$ cat config.mk
export PLATFORM = sky130hd
export DESIGN_NAME = serial_rx_fifo
export DESIGN_NICKNAME = d
export VERILOG_FILES = /design/src/rtl/serial_rx_pkg.sv /design/src/rtl/rx_line_sync.sv /design/src/rtl/rx_baud_gen.sv /design/src/rtl/rx_shifter.sv /design/src/rtl/rx_word_fifo.sv /design/src/rtl/serial_rx_fifo.sv
export SDC_FILE = /design/constraint.sdc
export NUM_CORES = 1
export LEC_CHECK = 0
export CELL_PAD_IN_SITES_DETAIL_PLACEMENT = 1
export CELL_PAD_IN_SITES_GLOBAL_PLACEMENT = 2
export CORE_MARGIN = 2
export CORE_UTILIZATION = 38
export CTS_CLUSTER_SIZE = 28
export DETAILED_ROUTE_END_ITERATION = 10
export GPL_TIMING_DRIVEN = 0
export MAX_ROUTING_LAYER = met4
export PLACE_DENSITY_LB_ADDON = 0.1
export SLEW_MARGIN = 20
export SYNTH_ARGS = -nofsm -noshare
export SYNTH_HDL_FRONTEND = slang
export SYNTH_HIERARCHICAL = 1
export SYNTH_SLANG_ARGS = --single-unit
$ cat constraint.sdc
create_clock -name clk -period 2.3 [get_ports clk]
set_input_delay 0.46 -clock clk [delete_from_list [all_inputs] [get_ports clk]]
set_output_delay 0.46 -clock clk [all_outputs]
set_load 0.1 [all_outputs]
$ cat src/rtl/serial_rx_pkg.sv
package serial_rx_pkg;
   localparam int unsigned WORD_W = 8;

   typedef struct packed {
      logic              ninth;
      logic              frame_err;
      logic [WORD_W-1:0] data;
   } rx_word_t;

   typedef enum logic [1:0] {
      ST_IDLE,
      ST_START,
      ST_DATA,
      ST_STOP
   } rx_state_t;
endpackage

$ cat src/rtl/rx_line_sync.sv
module rx_line_sync #(
   parameter int unsigned STAGES = 2
) (
   input  logic clk,
   input  logic rst_n,
   input  logic d,
   output logic q
);
   generate
      if (STAGES == 0) begin : g_bypass
         assign q = d;
      end else begin : g_chain
         logic [STAGES-1:0] chain;
         logic [STAGES:0]   chain_w;
         assign chain_w = {chain, d};
         always_ff @(posedge clk) begin
            if (!rst_n) chain <= '1;
            else        chain <= chain_w[STAGES-1:0];
         end
         assign q = chain[STAGES-1];
      end
   endgenerate
endmodule

$ cat src/rtl/rx_baud_gen.sv
module rx_baud_gen #(
   parameter int unsigned DIV_W    = 8,
   parameter int unsigned SUB_SLOW = 4
) (
   input  logic             clk,
   input  logic             rst_n,
   input  logic             run,
   input  logic             slow,
   input  logic [DIV_W-1:0] divisor,
   output logic             tick
);
   localparam int unsigned SUB_W = (SUB_SLOW > 1) ? $clog2(SUB_SLOW) : 1;

   logic [DIV_W-1:0] div_cnt;
   logic [SUB_W-1:0] sub_cnt;

   always_ff @(posedge clk) begin
      if (!rst_n || !run) begin
         div_cnt <= '0;
         sub_cnt <= '0;
         tick    <= 1'b0;
      end else begin
         tick <= 1'b0;
         if (div_cnt >= divisor) begin
            div_cnt <= '0;
            if (!slow || sub_cnt == SUB_W'(SUB_SLOW - 1)) begin
               sub_cnt <= '0;
               tick    <= 1'b1;
            end else begin
               sub_cnt <= sub_cnt + 1'b1;
            end
         end else begin
            div_cnt <= div_cnt + 1'b1;
         end
      end
   end
endmodule

$ cat src/rtl/rx_shifter.sv
module rx_shifter
   import serial_rx_pkg::*;
#(
   parameter int unsigned OSR = 16
) (
   input  logic     clk,
   input  logic     rst_n,
   input  logic     run,
   input  logic     tick,
   input  logic     rx,
   input  logic     nine,
   output logic     done,
   output rx_word_t word
);
   localparam int unsigned CNT_W = $clog2(OSR);
   localparam int unsigned BIT_W = $clog2(WORD_W + 1);
   localparam logic [CNT_W-1:0] S_A  = CNT_W'(OSR / 2 - 1);
   localparam logic [CNT_W-1:0] S_B  = CNT_W'(OSR / 2);
   localparam logic [CNT_W-1:0] S_C  = CNT_W'(OSR / 2 + 1);
   localparam logic [CNT_W-1:0] LAST = CNT_W'(OSR - 1);

   rx_state_t         state;
   logic [CNT_W-1:0]  cnt;
   logic [BIT_W-1:0]  bitn;
   logic [BIT_W-1:0]  last_idx;
   logic [1:0]        vote;
   logic [WORD_W:0]   sr;
   logic              maj;

   assign maj      = (vote[1] & vote[0]) | (vote[1] & rx) | (vote[0] & rx);
   assign last_idx = nine ? BIT_W'(WORD_W) : BIT_W'(WORD_W - 1);

   always_ff @(posedge clk) begin
      if (!rst_n) begin
         state <= ST_IDLE;
         cnt   <= '0;
         bitn  <= '0;
         vote  <= 2'b11;
         sr    <= '0;
         done  <= 1'b0;
         word  <= '0;
      end else begin
         done <= 1'b0;
         if (!run) begin
            state <= ST_IDLE;
            cnt   <= '0;
            bitn  <= '0;
         end else if (tick) begin
            if (cnt == S_A) vote[0] <= rx;
            if (cnt == S_B) vote[1] <= rx;
            cnt <= (cnt == LAST) ? '0 : cnt + 1'b1;
            case (state)
               ST_IDLE: begin
                  cnt <= '0;
                  if (!rx) begin
                     state <= ST_START;
                     cnt   <= CNT_W'(1);
                  end
               end
               ST_START: begin
                  if (cnt == S_C && maj) begin
                     state <= ST_IDLE;
                     cnt   <= '0;
                  end else if (cnt == LAST) begin
                     state <= ST_DATA;
                     bitn  <= '0;
                  end
               end
               ST_DATA: begin
                  if (cnt == S_C) sr[bitn] <= maj;
                  if (cnt == LAST) begin
                     if (bitn == last_idx) state <= ST_STOP;
                     else                  bitn  <= bitn + 1'b1;
                  end
               end
               ST_STOP: begin
                  if (cnt == S_C) begin
                     done            <= 1'b1;
                     word.ninth      <= nine & sr[WORD_W];
                     word.frame_err  <= ~maj;
                     word.data       <= sr[WORD_W-1:0];
                     state           <= ST_IDLE;
                     cnt             <= '0;
                  end
               end
               default: state <= ST_IDLE;
            endcase
         end
      end
   end
endmodule

$ cat src/rtl/rx_word_fifo.sv
module rx_word_fifo
   import serial_rx_pkg::*;
#(
   parameter int unsigned DEPTH = 2,
   localparam int unsigned LVL_W = $clog2(DEPTH + 1)
) (
   input  logic             clk,
   input  logic             rst_n,
   input  logic             push,
   input  rx_word_t         wdata,
   input  logic             pop,
   output rx_word_t         head,
   output logic [LVL_W-1:0] level,
   output logic             full,
   output logic             empty
);
   localparam int unsigned PTR_W = (DEPTH > 1) ? $clog2(DEPTH) : 1;

   rx_word_t         mem [DEPTH];
   logic [PTR_W-1:0] wr_ptr, rd_ptr;
   logic             do_push, do_pop;

   function automatic logic [PTR_W-1:0] step(input logic [PTR_W-1:0] p);
      return (p == PTR_W'(DEPTH - 1)) ? '0 : p + 1'b1;
   endfunction

   assign full    = (level == LVL_W'(DEPTH));
   assign empty   = (level == '0);
   assign do_push = push & ~full;
   assign do_pop  = pop & ~empty;
   assign head    = mem[rd_ptr];

   always_ff @(posedge clk) begin
      if (do_push) mem[wr_ptr] <= wdata;
   end

   always_ff @(posedge clk) begin
      if (!rst_n) begin
         wr_ptr <= '0;
         rd_ptr <= '0;
         level  <= '0;
      end else begin
         if (do_push) wr_ptr <= step(wr_ptr);
         if (do_pop)  rd_ptr <= step(rd_ptr);
         case ({do_push, do_pop})
            2'b10:   level <= level + 1'b1;
            2'b01:   level <= level - 1'b1;
            default: level <= level;
         endcase
      end
   end
endmodule

$ cat src/rtl/serial_rx_fifo.sv
module serial_rx_fifo
   import serial_rx_pkg::*;
#(
   parameter int unsigned DIV_W       = 8,
   parameter int unsigned OSR         = 16,
   parameter int unsigned PRE_FAST    = 16,
   parameter int unsigned PRE_SLOW    = 64,
   parameter int unsigned DEPTH       = 2,
   parameter int unsigned SYNC_STAGES = 2
) (
   input  logic              clk,
   input  logic              rst_n,
   input  logic              port_en,
   input  logic              rx_en,
   input  logic              nine_bit,
   input  logic              fast_rate,
   input  logic [DIV_W-1:0]  divisor,
   input  logic              rx_in,
   input  logic              rd_data,
   input  logic              int_en,
   output logic [WORD_W-1:0] data_out,
   output logic              stat_bit9,
   output logic              stat_ferr,
   output logic              avail,
   output logic              irq,
   output logic              overrun
);
   localparam int unsigned SUB_SLOW = PRE_SLOW / OSR;
   localparam int unsigned LVL_W    = $clog2(DEPTH + 1);

   generate
      if (OSR < 4) begin : g_bad_osr
         $error("OSR must be at least 4");
      end
      if (PRE_FAST != OSR) begin : g_bad_fast
         $error("PRE_FAST must equal OSR");
      end
      if (PRE_SLOW % OSR != 0 || PRE_SLOW < OSR) begin : g_bad_slow
         $error("PRE_SLOW must be a multiple of OSR");
      end
      if (DEPTH < 1) begin : g_bad_depth
         $error("DEPTH must be at least 1");
      end
   endgenerate

   logic             rx_s, tick, done, active, push, pop;
   logic             full, empty, ovr_q;
   logic [LVL_W-1:0] level;
   rx_word_t         rx_word, head, last_q, view;

   assign active = port_en & rx_en & ~ovr_q;
   assign push   = done & active & ~full;
   assign pop    = rd_data & ~empty;

   rx_line_sync #(.STAGES(SYNC_STAGES)) u_sync (
      .clk (clk), .rst_n (rst_n), .d (rx_in), .q (rx_s)
   );

   rx_baud_gen #(.DIV_W(DIV_W), .SUB_SLOW(SUB_SLOW)) u_baud (
      .clk (clk), .rst_n (rst_n), .run (active), .slow (~fast_rate),
      .divisor (divisor), .tick (tick)
   );

   rx_shifter #(.OSR(OSR)) u_shift (
      .clk (clk), .rst_n (rst_n), .run (active), .tick (tick), .rx (rx_s),
      .nine (nine_bit), .done (done), .word (rx_word)
   );

   rx_word_fifo #(.DEPTH(DEPTH)) u_fifo (
      .clk (clk), .rst_n (rst_n), .push (push), .wdata (rx_word),
      .pop (pop), .head (head), .level (level), .full (full), .empty (empty)
   );

   always_ff @(posedge clk) begin
      if (!rst_n) begin
         ovr_q  <= 1'b0;
         last_q <= '0;
      end else begin
         if (!rx_en)                      ovr_q <= 1'b0;
         else if (done && active && full) ovr_q <= 1'b1;
         if (pop) last_q <= head;
      end
   end

   assign view      = empty ? last_q : head;
   assign data_out  = view.data;
   assign stat_bit9 = view.ninth;
   assign stat_ferr = view.frame_err;
   assign avail     = ~empty;
   assign irq       = avail & int_en;
   assign overrun   = ovr_q;
endmodule

Word level (Yosys, flattened, before mapping)

Memories as Yosys holds them, arrays and structs flattened. A register that Yosys moved wholly into a read port is not among the register bits.
Cells that the tools add are included.

Flip-flop bits (word level): 60
Memory bits (writable): 20
Input bits: 17
Output and inout bits: 13
Memories kept: 1

Add/sub/neg operators: 8
Magnitude comparators: 3
Equal/unequal tests: 20
Multiplexer cells: 32
Bitwise operators: 19
Reduce and logical (&&, ||, !) cells: 23

Memory list:

| name       | depth | width | rd ports | clocked after memory_dff | wr ports | RTL line           | RTL |
|---|---|---|---|---|---|---|---|
| u_fifo.mem | 2     | 10    | 1        | 1                        | 1        | rx_word_fifo.sv:19 | `rx_word_t mem [DEPTH];` |

Operator list:

| operator              | count |
|---|---|
| $mux W4               | 8 |
| $mux W2               | 7 |
| $and A1 B1 Y1         | 12 |
| $eq A4 B4 Y1 const B  | 3 |
| $pmux W4 S3           | 1 |
| $reduce_and A4 Y1     | 3 |
| $reduce_and A6 Y1     | 2 |
| $eq A2 B2 Y1 const B  | 5 |
| $mux W1               | 10 |
| $mux W10              | 1 |
| $bwmux W9             | 1 |
| $add A4 B1 Y4 const B | 2 |
| $add A8 B1 Y8 const B | 1 |
| $ge A8 B8 Y1          | 1 |
| $ne A2 B1 Y1 const B  | 4 |
| $pmux W2 S4           | 1 |
| $pmux W4 S2           | 1 |
| $ne A2 B2 Y1 const B  | 3 |
| $reduce_and A3 Y1     | 2 |
| $lt A4 B5 Y1 const B  | 1 |
| $not A1 Y1            | 5 |
| $add A2 B1 Y2 const B | 2 |
| $demux W1 S4          | 1 |
| $eq A2 B1 Y1 const B  | 2 |
| other kinds (15)      | 26 |

Depth between registers and ports, before layout

Word-level depth: 7
Mapped depth: 9

Modules after synthesis

The synthesis kept the hierarchy.

Modules (own cells, without submodules):

| module         | instances | cells an instance | area each (um^2) | seq. area each (um^2) |
|---|---|---|---|---|
| rx_shifter     | 1         | 175               | 1594.0           | 640.6 |
| rx_word_fifo   | 1         | 58                | 945.9            | 700.7 |
| rx_baud_gen    | 1         | 72                | 649.4            | 220.2 |
| serial_rx_fifo | 1         | 66                | 583.1            | 220.2 |
| rx_line_sync   | 1         | 4                 | 52.6             | 40.0 |

Worst setup path before layout

No wires, ideal clock.

Path type: register to output
Start: reg u_fifo.level[0]
End: out irq
Arrival: 2004 ps
Required time: 1840 ps
Path slack: -164 ps
Stages on the path, launching flop included: 4
Path buffers: 1
Cells stage by stage: dfxtp_1 > nor2_1 > buf_4 > nor2b_1

Cells in the longest elaborated chain, start to end: 3

RTL lines:

| item                   | RTL line             | RTL |
|---|---|---|
| start, declared        | rx_word_fifo.sv:13   | `output logic [LVL_W-1:0] level,` |
| start signal, assigned | rx_word_fifo.sv:46   | `2'b10: level <= level + 1'b1;` |
| start signal, assigned | rx_word_fifo.sv:47   | `2'b01: level <= level - 1'b1;` |
| start signal, assigned | rx_word_fifo.sv:48   | `default: level <= level;` |
| $logic_not A2 Y1       | rx_word_fifo.sv:28   | `assign empty = (level == '0);` |
| via empty              | serial_rx_fifo.sv:47 | `logic full, empty, ovr_q;` |
| $not A1 Y1             | serial_rx_fifo.sv:89 | `assign avail = ~empty;` |
| $and A1 B1 Y1          | serial_rx_fifo.sv:90 | `assign irq = avail & int_en;` |
| end, declared          | serial_rx_fifo.sv:25 | `output logic irq,` |

The timed path passes the listed nets, and every way through them passes these cells.

==> results.py <==
metrics = {
    "clocking": {
        "cts_root_buf": "clkbuf_8",
        "clk_path_buf_depth": 2,
        "insertion_delay_ns": 0.36,
        "post_cts_buffers": 0,
        "cts_tree": "yes",
        "cts_buffers": 9,
        "clk_pin_slew_worst_paths_ns": 0.09,
        "htree_levels": 3,
        "clock-sinks": 81,
        "holdBufCountCts": 0,
    },
    "place": {
        "gp_congestion": 0.762,
        "place_worst_setup_slack_ns": -0.458,
        "dp_hpwl_um": 5890,
        "dp.cells": 537,
        "portBuffers": 29,
    },
    "drt": {
        "dr.pass1.iters": 4,
        "wl_per_cell_um": 14.2,
        "drt-initial-drc-count": 48,
        "drt_wl_total_um": 7880,
        "drc_errors": 0,
        "postRouteAntennaNets": 0,
        "via_per_inst": 4.98,
        "num_vias": 2756,
    },
    "worst_setup_path": {
        "slowest_stage": "mux2_2",
        "arrival_ns": 1.74,
        "required_ns": 1.84,
        "worstPathCellList": "buf_4 -> mux2_2 -> mux2_2 -> buf_4",
        "cpPeakStageDelay_ns": 0.37,
        "critPathKind": "reg2out",
        "cp-start-kind": "flip-flop",
        "cp-end-kind": "primary output",
        "critPathMaxFanout": 10,
    },
    "layout": {
        "multi_input_area_mm2": 0.00186,
        "syn_to_final_growth_pct": 16.5,
        "diodes": 0,
        "nets": 450,
        "instances_no_fill": 553,
        "seq_area_mm2": 0.00182,
        "layout-drive-gt1-share": 0.181,
        "fill_cells": 1111,
    },
    "run_status": {
        "outcome": "finished, final reports clean",
    },
    "timing": {
        "maxSlewHeadroom": 0.354,
        "fin_skew_ns": 0.00943,
        "tns_ns": 0,
        "fmax_mhz": 454,
        "grt_setup_unrepaired": "no",
        "setup_viol": 0,
        "fin_crit_sh": 0.958,
        "fin_ws_ns": 0.0974,
        "whs_ns": 0.427,
        "period_needed_ns": 2.20,
        "tightest_slew_ns": 0.973,
        "drv_slew": 0,
        "finalHoldViolations": 0,
    },
    "synth": {
        "synth_edf_count": 20,
        "synth-seq-area-share": 0.476,
        "yosysTopAreaCell": "dfxtp_1",
        "yosysTopAreaCellShare": 0.319,
        "yosysWarnings": 6,
        "syn-instance-count": 375,
        "avgSynthCellArea_um2": 10.2,
        "yosysUniqueCellTypes": 60,
        "syn_area_mm2": 0.00382,
        "ys_seq_elements": 81,
        "synthArstFlopShare": 0,
        "synth-main-ff-cell": "dfxtp_1",
        "yosys-top-cells-area": "dfxtp_1 32%, edfxtp_1 16%, ha_1 5.9%, mux2_2 5.9%, mux2i_1 5.8%",
        "syn_nets": 410,
    },
    "floorplan": {
        "die_w_um": 104,
        "die-area_mm2": 0.0109,
        "pin_count": 30,
        "start_util": 0.391,
        "core_area_mm2": 0.00977,
        "row_count": 36,
        "dieHeight_um": 104,
    },
    "power_and_ir_drop": {
        "power_leakage_nw": 1.86,
        "irDropWorstVdd_mv": 0.328,
        "design_power_total_mw": 2.54,
        "power_density_mw_per_mm2": 570,
    },
    "job": {
        "maxCapViolCount": 0,
    },
    "worst_hold_path": {
        "hold_path_class": "reg2reg",
    },
    "global_route": {
        "grt_start_max_net_pins": 18,
        "grt_pass1_vias": 2969,
        "antenna_found_initial": 0,
        "grt_pass1_wl_um": 14000,
        "grtUsageTotal": 0.164,
        "grt_overflow": 0,
    },
}
where the power goes:
part | switching, mW | internal (mW)
clock network | 0.583 | 0.422
registers | 0.00298 | 1.45
logic | 0.0394 | 0.0396
synthesized netlist by cell type (all sizes together) (2+ instances only):
| cell | n |
|---|---|
| mux2 | 20 |
| o31ai | 3 |
| inv | 21 |
| or4 | 2 |
| and3b | 2 |
| edfxtp | 20 |
| nand2b | 8 |
| or3 | 4 |
| xor2 | 6 |
| nand4b | 3 |
| nor2b | 4 |
| dfxtp | 61 |
| nand4 | 4 |
| nand3 | 18 |
| or2 | 2 |
| o211ai | 2 |
| and3 | 6 |
| ha | 18 |
| nor2 | 30 |
| nand3b | 4 |
| a31oi | 3 |
| a21o | 2 |
| clkbuf | 4 |
| o21ai | 6 |
| nand2 | 47 |
| and2b | 2 |
| nor3 | 3 |
| xnor2 | 3 |
| mux2i | 22 |
| a21boi | 11 |
| buf | 7 |
| a21oi | 14 |
per-stage QoR:
stage / area, um^2 / utilization
after floorplan: 3830 / -
after global placement: 4280 / 0.438
after detailed placement: 4280 / 0.438
after CTS: 4440 / 0.455
after global routing: 4460 / 0.456
final: 4460 / 0.456
final timing paths:
path / startpoint / cells past startpoint / end / slack, ns
worst max-delay path: flip-flop / 4 / data_out[5] / 0.1
worst min-delay path: u_sync/g_chain.chain[0] / 1 / u_sync/g_chain.chain[1] / 0.43
worst max register to register: u_fifo/level[0] / 6 / u_fifo/mem[0][9] / 0.20
worst min register to register: u_sync/g_chain.chain[0] / 1 / u_sync/g_chain.chain[1] / 0.43
final cells by class:
type,instances,area share
multi-input cells,261,0.416
flip-flops and latches,81,0.409
repair buffers,29,0.0584
well taps,133,0.0373
clock buffers,9,0.0278
inverters,22,0.0188
plain buffers,11,0.0180
clock inverters,7,0.0146
layout by cell type, fill, tap and decap left out, drive strengths merged, types with 2 or more instances in the layout:
master         Yosys  routed
and3               6       6
xor2               6       6
o211ai             2       2
nand3             18      18
o31ai              3       3
mux2              20      20
or3                4       4
buf                7      18
clkbuf             4      13
a21boi            11      11
nor3               3       3
ha                18      18
or2                2       2
nand4              4       4
xnor2              3       3
nand4b             3       3
a21oi             14      14
o21ai              6       6
nand3b             4       4
mux2i             22      22
dfxtp             61      61
nor2b              4       4
edfxtp            20      20
nor2              30      30
and2b              2       2
clkdlybuf4s50      0      16
nand2             47      47
a31oi              3       3
and3b              2       2
inv               21      27
or4                2       2
nand2b             8       8
a21o               2       2
registers in the layout, summed over array words and instances, names as in the netlist, named ones only:
name / flops
u_shift/state: 1
u_shift/sr: 9
u_sync/g_chain.chain: 2
u_fifo/mem: 20
u_shift/bitn: 4
u_baud/div_cnt: 8
u_fifo/rd_ptr: 1
u_shift/done: 1
u_fifo/wr_ptr: 1
u_baud/tick: 1
u_shift/word: 10
u_shift/vote: 2
u_fifo/level: 2
last_q: 10
u_baud/sub_cnt: 2
overrun: 1
u_shift/cnt: 4
cell families after synthesis:
logic type                 synth area share
AOI/OAI and AO/OA                    0.0857
buffers and inverters                0.0412
muxes                                 0.116
DFF                                   0.476
adders and majority gates            0.0615
xor gates and xnor gates             0.0206
and+or+nand+nor                       0.198
routing by layer:
layer	vias to the layer above	wire length, um	part of all wire	track usage
li1	1389	-	-	-
met1	1336	3670	0.47	0.189
met2	26	3900	0.50	0.280
met3	5	243	0.031	0.0464
met4	0	60	0.0076	0.0405
met5	-	0	0	-
timing repair:
item	in CTS	in global routing
pin swaps	0	0
endpoints found under the setup margin	13	11
resized for setup	64	15
critical path, delay by kind of cell, from the launching register on:
| kind | cells | cell delay (ns) |
|---|---|---|
| multiplexers | 2 | 0.64 |
| flip-flops | 1 | 0.32 |
| buffers and inverters | 2 | 0.41 |
(Power assumes the default switching activity.)
